$ cat config.mk
export PLATFORM = sky130hd
export DESIGN_NAME = lcdc_cmd_top
export DESIGN_NICKNAME = d
export VERILOG_FILES = /design/src/rtl/lcdc_pkg.sv /design/src/rtl/lcdc_addr_match.sv /design/src/rtl/lcdc_cmd_decode.sv /design/src/rtl/lcdc_store_buf.sv /design/src/rtl/lcdc_cmd_top.sv
export SDC_FILE = /design/constraint.sdc
export NUM_CORES = 1
export LEC_CHECK = 0
export ABC_CLOCK_PERIOD_IN_PS = 2090
export BUFFER_PORTS_ARGS = -buffer_cell sky130_fd_sc_hd__buf_2
export CELL_PAD_IN_SITES_DETAIL_PLACEMENT = 0
export CELL_PAD_IN_SITES_GLOBAL_PLACEMENT = 1
export CORE_ASPECT_RATIO = 0.7
export CORE_UTILIZATION = 36
export DETAILED_ROUTE_END_ITERATION = 12
export PLACE_DENSITY = 0.73
export SLEW_MARGIN = 25
export SYNTH_ARGS = -nofsm -noshare
export SYNTH_HDL_FRONTEND = slang
export SYNTH_SLANG_ARGS = --single-unit
$ cat constraint.sdc
create_clock -name clk -period 2.09 [get_ports clk]
set_clock_uncertainty 0.15 [all_clocks]
set_input_delay 0.209 -clock clk [delete_from_list [all_inputs] [get_ports clk]]
set_output_delay 0.209 -clock clk [all_outputs]
set_load 0.005 [all_outputs]
$ cat src/rtl/lcdc_pkg.sv
package lcdc_pkg;

    localparam int CMD_PTR_W = 5;

    typedef enum logic [1:0] {
        ST_IDLE,
        ST_ADDR,
        ST_CMD,
        ST_DATA
    } lcdc_state_e;

    typedef enum logic [2:0] {
        OP_NONE,
        OP_PTR,
        OP_MODE,
        OP_DEVSEL,
        OP_BLINK
    } lcdc_op_e;

    typedef struct packed {
        lcdc_op_e               op;
        logic                   more;
        logic [CMD_PTR_W-1:0]   ptr_val;
        logic [2:0]             sub_val;
        logic                   en_val;
        logic                   bias_val;
        logic [1:0]             mux_val;
        logic                   alt_val;
        logic [1:0]             freq_val;
    } lcdc_cmd_t;

endpackage

$ cat src/rtl/lcdc_addr_match.sv
module lcdc_addr_match #(
    parameter logic [5:0] ADDR_HI = 6'b011100
) (
    input  logic [7:0] byte_in,
    input  logic       strap,
    output logic       hit
);
    // Only a write to this device's address is accepted.
    always_comb begin
        hit = (byte_in[7:2] == ADDR_HI) && (byte_in[1] == strap) && !byte_in[0];
    end
endmodule

$ cat src/rtl/lcdc_cmd_decode.sv
module lcdc_cmd_decode
    import lcdc_pkg::*;
(
    input  logic [7:0] byte_in,
    output lcdc_cmd_t  cmd
);
    always_comb begin
        cmd.op = OP_NONE;
        if (byte_in[6:5] == 2'b01) begin
            cmd.op = OP_PTR;
        end else if (byte_in[6:4] == 3'b100) begin
            cmd.op = OP_MODE;
        end else if (byte_in[6:3] == 4'b1100) begin
            cmd.op = OP_DEVSEL;
        end else if (byte_in[6:3] == 4'b1110) begin
            cmd.op = OP_BLINK;
        end
        cmd.more     = byte_in[7];
        cmd.ptr_val  = byte_in[CMD_PTR_W-1:0];
        cmd.sub_val  = byte_in[2:0];
        cmd.en_val   = byte_in[3];
        cmd.bias_val = byte_in[2];
        cmd.mux_val  = byte_in[1:0];
        cmd.alt_val  = byte_in[2];
        cmd.freq_val = byte_in[1:0];
    end
endmodule

$ cat src/rtl/lcdc_store_buf.sv
module lcdc_store_buf #(
    parameter int PTR_W = 5
) (
    input  logic             clk,
    input  logic             rst_n,
    input  logic             load,
    input  logic [PTR_W-1:0] ld_addr,
    input  logic [7:0]       ld_data,
    input  logic             wr_done,
    output logic             wr_req,
    output logic [PTR_W-1:0] wr_addr,
    output logic [7:0]       wr_data
);
    typedef struct packed {
        logic             pend;
        logic [PTR_W-1:0] addr;
        logic [7:0]       data;
    } buf_t;

    buf_t buf_d, buf_q;

    always_comb begin
        buf_d = buf_q;
        if (buf_q.pend && wr_done) begin
            buf_d.pend = 1'b0;
        end
        if (load) begin
            buf_d.pend = 1'b1;
            buf_d.addr = ld_addr;
            buf_d.data = ld_data;
        end
    end

    always_ff @(posedge clk or negedge rst_n) begin
        if (!rst_n) begin
            buf_q <= '0;
        end else begin
            buf_q <= buf_d;
        end
    end

    assign wr_req  = buf_q.pend;
    assign wr_addr = buf_q.addr;
    assign wr_data = buf_q.data;
endmodule

$ cat src/rtl/lcdc_cmd_top.sv
module lcdc_cmd_top
    import lcdc_pkg::*;
#(
    parameter int         NCOL    = 24,
    parameter logic [5:0] ADDR_HI = 6'b011100,
    parameter int         PTR_W   = 5
) (
    input  logic             clk,
    input  logic             rst_n,
    input  logic             bus_start,
    input  logic             bus_stop,
    input  logic             byte_valid,
    input  logic [7:0]       byte_data,
    input  logic             addr_strap,
    input  logic [2:0]       hw_sub,
    input  logic             wr_done,
    output logic             ack,
    output logic             stretch,
    output logic             wr_req,
    output logic [PTR_W-1:0] wr_addr,
    output logic [7:0]       wr_data,
    output logic [1:0]       mux_mode,
    output logic             bias_half,
    output logic             disp_en,
    output logic [1:0]       blink_freq,
    output logic             blink_alt,
    output logic [2:0]       sub_addr,
    output logic [PTR_W-1:0] data_ptr
);
    localparam logic [PTR_W-1:0]     LAST_COL = PTR_W'(NCOL - 1);
    localparam logic [CMD_PTR_W:0]   NCOL_V   = (CMD_PTR_W + 1)'(NCOL);

    typedef struct packed {
        lcdc_state_e      st;
        logic [PTR_W-1:0] ptr;
        logic [2:0]       sub;
        logic [1:0]       mux;
        logic             bias;
        logic             en;
        logic [1:0]       freq;
        logic             alt;
        logic             ack;
    } ctl_t;

    ctl_t      ctl_d, ctl_q;
    logic      addr_hit;
    lcdc_cmd_t cmd;
    logic      store;

    lcdc_addr_match #(.ADDR_HI(ADDR_HI)) addr_i (
        .byte_in (byte_data),
        .strap   (addr_strap),
        .hit     (addr_hit)
    );

    lcdc_cmd_decode dec_i (
        .byte_in (byte_data),
        .cmd     (cmd)
    );

    lcdc_store_buf #(.PTR_W(PTR_W)) buf_i (
        .clk     (clk),
        .rst_n   (rst_n),
        .load    (store),
        .ld_addr (ctl_q.ptr),
        .ld_data (byte_data),
        .wr_done (wr_done),
        .wr_req  (wr_req),
        .wr_addr (wr_addr),
        .wr_data (wr_data)
    );

    always_comb begin
        ctl_d     = ctl_q;
        ctl_d.ack = 1'b0;
        store     = 1'b0;
        if (bus_stop) begin
            ctl_d.st = ST_IDLE;
        end else if (bus_start) begin
            ctl_d.st = ST_ADDR;
        end else if (byte_valid) begin
            unique case (ctl_q.st)
                ST_ADDR: begin
                    if (addr_hit) begin
                        ctl_d.ack = 1'b1;
                        ctl_d.st  = ST_CMD;
                    end else begin
                        ctl_d.st  = ST_IDLE;
                    end
                end
                ST_CMD: begin
                    ctl_d.ack = 1'b1;
                    unique case (cmd.op)
                        OP_PTR: begin
                            if ({1'b0, cmd.ptr_val} < NCOL_V) begin
                                ctl_d.ptr = cmd.ptr_val[PTR_W-1:0];
                            end else begin
                                ctl_d.ptr = '0;
                            end
                        end
                        OP_MODE: begin
                            ctl_d.en   = cmd.en_val;
                            ctl_d.bias = cmd.bias_val;
                            ctl_d.mux  = cmd.mux_val;
                        end
                        OP_DEVSEL: ctl_d.sub = cmd.sub_val;
                        OP_BLINK: begin
                            ctl_d.alt  = cmd.alt_val;
                            ctl_d.freq = cmd.freq_val;
                        end
                        default: ;
                    endcase
                    ctl_d.st = cmd.more ? ST_CMD : ST_DATA;
                end
                ST_DATA: begin
                    ctl_d.ack = 1'b1;
                    store     = (ctl_q.sub == hw_sub);
                    if (ctl_q.ptr == LAST_COL) begin
                        ctl_d.ptr = '0;
                        ctl_d.sub = ctl_q.sub + 3'd1;
                    end else begin
                        ctl_d.ptr = ctl_q.ptr + PTR_W'(1);
                    end
                end
                default: ;
            endcase
        end
    end

    always_ff @(posedge clk or negedge rst_n) begin
        if (!rst_n) begin
            ctl_q    <= '0;
            ctl_q.st <= ST_IDLE;
        end else begin
            ctl_q <= ctl_d;
        end
    end

    assign ack        = ctl_q.ack;
    assign stretch    = wr_req;
    assign mux_mode   = ctl_q.mux;
    assign bias_half  = ctl_q.bias;
    assign disp_en    = ctl_q.en;
    assign blink_freq = ctl_q.freq;
    assign blink_alt  = ctl_q.alt;
    assign sub_addr   = ctl_q.sub;
    assign data_ptr   = ctl_q.ptr;
endmodule

==> results.md, run 1 <==
* Outcome: complete, but fails checks
* Failing checks: DRC
* Synth cell types at 39
* GP Congestion at 0.8378
* Max clock buf depth at 2
* Hold Crit Class: input port to register
* Core area at 4479 um2
* Syn Nets at 170
* Mean area per synthesized cell at 11.83 um2
* DRT antenna net count at 0
* Post-Place Worst Slack at -0.01378 ns
* Slowest CP cell: dfrtp_1
* WL met2 at 1745 um
* Yosys warning total at 0
* WP data arrival at 1.98 ns
* Worst R2R Start: ctl_q[16]
* Max Freq at 0.5027 GHz
* Area delta synth->final at 23.12%
* Post-synth top area share at 0.4638
* Vias in the first global route at 1294
* Die Area at 5081 um2
* Overall power at 1.497 mW
* Most frequent cell after synthesis: dfrtp_1
* Synth Flop Type: dfrtp_1
* Critical path fanouts, max at 6
* Post-Route M1 WL at 1912 um
* CP Launch Type: register
* Largest area contributor in the netlist: dfrtp_1
* Synth cell count leaders: dfrtp_1, buf_4, mux2_2, inv_1, mux2_4
* Min Hold Slack at 0.01196 ns
* Reg2reg path depth at 7
* Post-synthesis sequential area ratio at 0.4638
* Remaining DRCs at 5
* Worst slew margin at 0.5007
* Core Rows at 20
* # port buffers at 48
* I/O pin total at 49
* Drt first pass iters at 8
* CTS tree: built
* Max-capacitance violation count at 0
* Worst EP required at 2.09 ns
* First-pass GRT wire length at 6410 um
* Vias per Instance at 5.156
* Die Span Y at 59.94 um
* Min-delay src: bus_start
* PD cells at 704.0 nW/um2
* Initial Util at 0.3855
* Setup repair after global routing missed its margin: yes
* Worst-path cell chain: inv_1, ha_1, buf_4, nand2b_1, a21oi_2, mux2i_1, o21ai_0
* Critical path's top delay family: compound AO/OA/AOI/OAI gates
* Hold path depth at 2
* Nets@finish at 218
* FF-to-FF End: data_ptr[4]
* Setup bufs post-CTS at 0
* Leakage at 1.131 nW
* R2R Setup Slk at 0.10 ns
* DIE WIDTH at 84.78 um
* CP Capture Type: register
* Area contributors post-synth: dfrtp_1, mux2_2, mux2_4
* Final Util at 0.4746
* Clock slew at reported path FFs at 0.07 ns
* Antenna Cells at 0
* Initial antenna violation count at 0
* Clk Tree Root Cell: clkbuf_8
* Wire length per cell at 15.69 um
* DR top layer: met4
* Worst-Skew Late Latency at 0.28 ns
* Detail Route met3 WL at 227 um
* Largest net degree at the start of global routing at 33
* Setup Crit Path Kind: register to register
* VDD IR max at 0.0003272 V
* Register bit total from synthesis at 32
* Slowest stage delay, CP at 0.41 ns
* Total gr overflow at 0
* First-iteration detailed-routing DRC count at 64
* Post-synth EDFFs at 0
* Endpoints failing setup at 0
* Syn Std Cell Area at 1727 um2
* Final critical-path required period at 1.989 ns
* Count of pins over their slew limit at 0
* Worst-margin pin slew at 0.7490 ns
* Final Hold Fails at 0
* Final worst slack at 0.1005 ns
* Fraction of layout instances using a drive strength above 1 at 0.4564
* TritonCTS buffer count at 5
* Vias at 1289
* Async SR Flop Fraction at 1.000
* Post-Synthesis Cells at 146
* H-tree Lvls at 2
* Clk sinks at 32
* Worst hold endpoint: ctl_q[17]
* Drt total wl at 3923 um
* GR Util All Layers at 0.1702
* Period utilization at 0.9519
* Setup TNS at 0 ns
* WP buf/inv at 2
* Dpl hpwl at 2893 um
-- power by group --
group          leakage [nW]  internal [mW]  total (mW)  switching (mW)
registers             0.433          0.645       0.683          0.0378
logic                 0.634         0.0781       0.164          0.0861
clock network        0.0645          0.421       0.649           0.229
-- area by class of cell --
cell class | instances | area [um2]
sequential | 32 | 800.8
fill | 420 | 2354
clock buffer | 7 | 96.34
tap | 55 | 68.82
clock inverter | 1 | 30.03
inverter | 9 | 33.78
multi-input combinational | 90 | 788.3
timing repair buffer | 56 | 307.8
-- state kept, by name, indices dropped and copies added, names as in the netlist, 2 cells and up --
name           flops
sub_addr           3
buf_i.wr_addr      5
ctl_q              2
buf_i.wr_data      8
data_ptr           5
mux_mode           2
blink_freq         2
-- placed cells by master, fill, tap and decap left out, types with 3 or more instances in the layout --
cell type / n
inv_1: 9
nor2_1: 4
clkbuf_8: 7
dfrtp_1: 32
buf_4: 5
nand2_1: 6
xor2_1: 4
mux2_4: 9
mux2i_1: 3
a21oi_1: 4
ha_1: 6
buf_2: 48
mux2_2: 13
nor3_1: 4
nand3_1: 4
nor3b_1: 3
dlygate4sd3_1: 3
-- kinds of logic after synthesis --
logic type                 share of synthesized area
muxes                                         0.1804
xor gates and xnor gates                     0.02029
AOI/OAI and AO/OA                            0.09059
buffers and inverters                        0.08478
DFF                                           0.4638
and+or+nand+nor                               0.1167
adders and majority gates                    0.04348
-- how the worst max path moves through the flow --
| stage | start | to | slack (ns) | cells after the start |
|---|---|---|---|---|
| after CTS | ctl_q[16] | sub_addr[1] | 0.01 | 6 |
| after global placement | bus_stop | buf_i.wr_addr[0] | 0.04 | 5 |
| after detailed placement | bus_stop | buf_i.wr_data[3] | -0.01 | 5 |
| final | ctl_q[16] | data_ptr[4] | 0.10 | 7 |
| after floorplan | ctl_q[16] | sub_addr[1] | 0.09 | 6 |
| after global routing | ctl_q[16] | data_ptr[4] | -0.02 | 7 |
-- metal layers --
| metal | up-vias | track usage |
|---|---|---|
| li1 | 606 | - |
| met1 | 622 | 0.2246 |
| met2 | 55 | 0.2741 |
| met3 | 6 | 0.05110 |
| met4 | 0 | 0.05085 |
| met5 | - | 0 |
-- metrics by stage --
| step | instance area (um2) | instances |
|---|---|---|
| floorplan | 1727 | 146 |
| global placement | 1961 | 239 |
| detailed placement | 1961 | 239 |
| CTS | 2117 | 250 |
| global route | 2126 | 250 |
| finish | 2126 | 250 |
-- what timing repair did --
action / in CTS / in global routing
gates resized for setup: 0 / 2
hold buffers: 3 / 0
hold endpoints to repair: 34 / 0
endpoints found under the setup margin: 0 / 4
Power figures use the tool's default switching activity.
==> run 2: changes to the inputs <==
--- a/config.mk
+++ b/config.mk
@@ -10,10 +10,11 @@
 export CELL_PAD_IN_SITES_DETAIL_PLACEMENT = 0
 export CELL_PAD_IN_SITES_GLOBAL_PLACEMENT = 1
 export CORE_ASPECT_RATIO = 0.7
-export CORE_UTILIZATION = 36
+export CORE_UTILIZATION = 37
 export DETAILED_ROUTE_END_ITERATION = 12
-export PLACE_DENSITY = 0.73
+export PLACE_DENSITY = 0.74
 export SLEW_MARGIN = 25
 export SYNTH_ARGS = -nofsm -noshare
 export SYNTH_HDL_FRONTEND = slang
+export SYNTH_HIERARCHICAL = 1
 export SYNTH_SLANG_ARGS = --single-unit
==> results.md, run 2 <==
* Fraction of layout instances using a drive strength above 1 at 0.4444
* Complex-gate fraction of the synthesized area at 0.1017
* Area contributors post-synth: dfrtp_1, mux2_2, buf_4
* Dpl hpwl at 2714 um
* Leakage at 1.079 nW
* Mean area per synthesized cell at 11.19 um2
* Most frequent cell after synthesis: dfrtp_1
* Initial antenna violation count at 0
* Max FFs per register at 8
* Core Rows at 21
* Yosys warning total at 6
* Synth cell types at 45
* Final cell count without fillers at 267
* Worst-margin pin slew at 0.7005 ns
* Largest net degree at the start of global routing at 33
* Period utilization at 0.9269
* Wire length per cell at 13.73 um
* First-iteration detailed-routing DRC count at 56
* Setup TNS at 0 ns
* TritonCTS buffer count at 5
* Antenna Cells at 0
* Die Span Y at 61.47 um
* Drt total wl at 3666 um
* Post-Synthesis Cells at 167
* WP data arrival at 2.01 ns
* Syn Nets at 191
* Max Freq at 0.5162 GHz
* Mux cell area share after synthesis at 0.1312
* Setup repair after global routing missed its margin: no
* PD cells at 663.5 nW/um2
* Post-Synth Simple-Gate Area at 0.1292
* Final design area excluding fillers at 2147 um2
* Post-Synth XOR/XNOR Area at 0.01874
* Post-synth EDFFs at 0
* Clk sinks at 32
* CP Launch Type: register
* Post-synth top area share at 0.4284
* GR Util All Layers at 0.1555
* Max clock buf depth at 2
* Core area at 4808 um2
* Overall power at 1.425 mW
* CTS tree: built
* Post-Place Cells at 256
* Vias per Instance at 4.727
* Vias at 1262
* Combinational family with the most area after synthesis: buffers and inverters
* Final critical-path required period at 1.937 ns
* Worst-Skew Late Latency at 0.28 ns
* Synth Flop Type: dfrtp_1
* First-pass GRT wire length at 6058 um
* DIE WIDTH at 86.96 um
* Setup Crit Path Kind: register to register
* Clk Tree Root Cell: clkbuf_8
* Final worst slack at 0.1528 ns
* Most common cell after layout, fill and taps aside: buf_2
* Post-Place Worst Slack at 0.1227 ns
* Vias in the first global route at 1206
* Outcome: finished, final reports clean
* Die Area at 5345 um2
* DRT antenna net count at 0
* Area delta synth->final at 14.86%
* Largest area contributor in the netlist: dfrtp_1
* Endpoints failing setup at 0
* Remaining DRCs at 0
* Async SR Flop Fraction at 1.000
* Drt first pass iters at 4
* Worst EP required at 2.16 ns
* Total gr overflow at 0
* Syn Std Cell Area at 1869 um2
* Worst slew margin at 0.5330
* Clock slew at reported path FFs at 0.06 ns
* Count of pins over their slew limit at 0
* Final Hold Fails at 0
* Max-capacitance violation count at 0
* CP Capture Type: register
* Nets@finish at 221
* Critical path fanouts, max at 7
* VDD IR max at 0.0003130 V
* Register bit total from synthesis at 32
* # port buffers at 48
* Hold Crit Class: input port to register
* Initial Util at 0.3888
* Post-synthesis sequential area ratio at 0.4284
* I/O pin total at 49
* Synth cell count leaders: dfrtp_1, buf_4, mux2_2, nand2_1
* Post-Synth Adder-Cell Area at 0.04016
* GP Congestion at 0.7101
* Most frequent cells in the layout: buf_2, dfrtp_1, mux2_2
* Placed Area at 2009 um2
* H-tree Lvls at 2
==> run 2: cell types whose count changed in the layout (fill, tap and decap cells not counted), sizes merged, moves of 2 or more <==
cell	previous run	this run
nand2	7	11
mux2	22	20
inv	9	6
xnor2	0	2
nand3	4	2
a21o	0	2
xor2	4	2
o21ai	2	5
nor3b	3	1
==> run 2: logic make-up after synthesis <==
| kind of cell | count (synthesis) |
|---|---|
| adder cells (fa/ha/maj) | 6 |
| AO/OA/AOI/OAI | 25 |
| buffers and inverters | 40 |
| AND/OR/NAND/NOR | 38 |
| XOR/XNOR | 4 |
| flip-flops | 32 |
| multiplexers | 22 |
==> run 2: path summary, 6_finish.rpt <==
| kind | start | end | slack (ns) | cells after the start |
|---|---|---|---|---|
| max | ctl_q[16] | data_ptr[4] | 0.15 | 6 |
| min | bus_start | ctl_q[16] | 0.04 | 3 |
| max reg2reg | ctl_q[16] | data_ptr[4] | 0.15 | 6 |
| min reg2reg | buf_i/wr_addr[1] | buf_i/wr_addr[1] | 0.35 | 1 |
| max in group asynchronous | rst_n | buf_i/wr_data[7] | 0.98 | 2 |
| min in group asynchronous | rst_n | buf_i/wr_addr[3] | 0.35 | 2 |
==> run 2: final cells by class <==
cell class,count,area [um2]
repair buffers,57,327.8
well taps,69,86.33
fillers,473,2661
multi-input cells,95,802.0
clock buffers,6,72.57
inverters,6,22.52
flip-flops and latches,32,800.8
clock inverters,2,35.03
==> run 2: layer usage <==
metal  global-route usage  routed length [um]  vias up
li1                     -                   -      622
met1               0.2212                1915      591
met2               0.2092                1408       40
met3              0.06032                 276        9
met4              0.06429                  65        0
met5                    0                   0        -
==> run 2: metrics by stage <==
step	utilization	hold slack (ns)
after floorplan	-	-0.2366
after global placement	0.4179	0.1574
after detailed placement	0.4179	0.1536
after CTS	0.4465	0.03899
after global routing	0.4465	0.05115
final	0.4465	0.03612
==> run 2: report_power, final <==
| part | total (mW) | internal [mW] | switching [mW] |
|---|---|---|---|
| clock | 0.576 | 0.353 | 0.222 |
| sequential | 0.682 | 0.646 | 0.0354 |
| combinational | 0.167 | 0.0772 | 0.0900 |
| total | 1.42 | 1.08 | 0.348 |
==> run 2: repair_timing <==
item,in CTS,in global routing
endpoints found under the setup margin,0,0
hold buffers,3,0
setup buffers,0,0
gates resized for setup,0,0
endpoints found under the hold margin,34,0
==> run 2: worst max-delay path: stages, from the launching register on <==
cell      delay (ns)
dfrtp_1         0.41
inv_1           0.08
ha_1            0.28
nand2b_1        0.20
a21o_1          0.25
nor4b_1         0.34
a221o_1         0.16
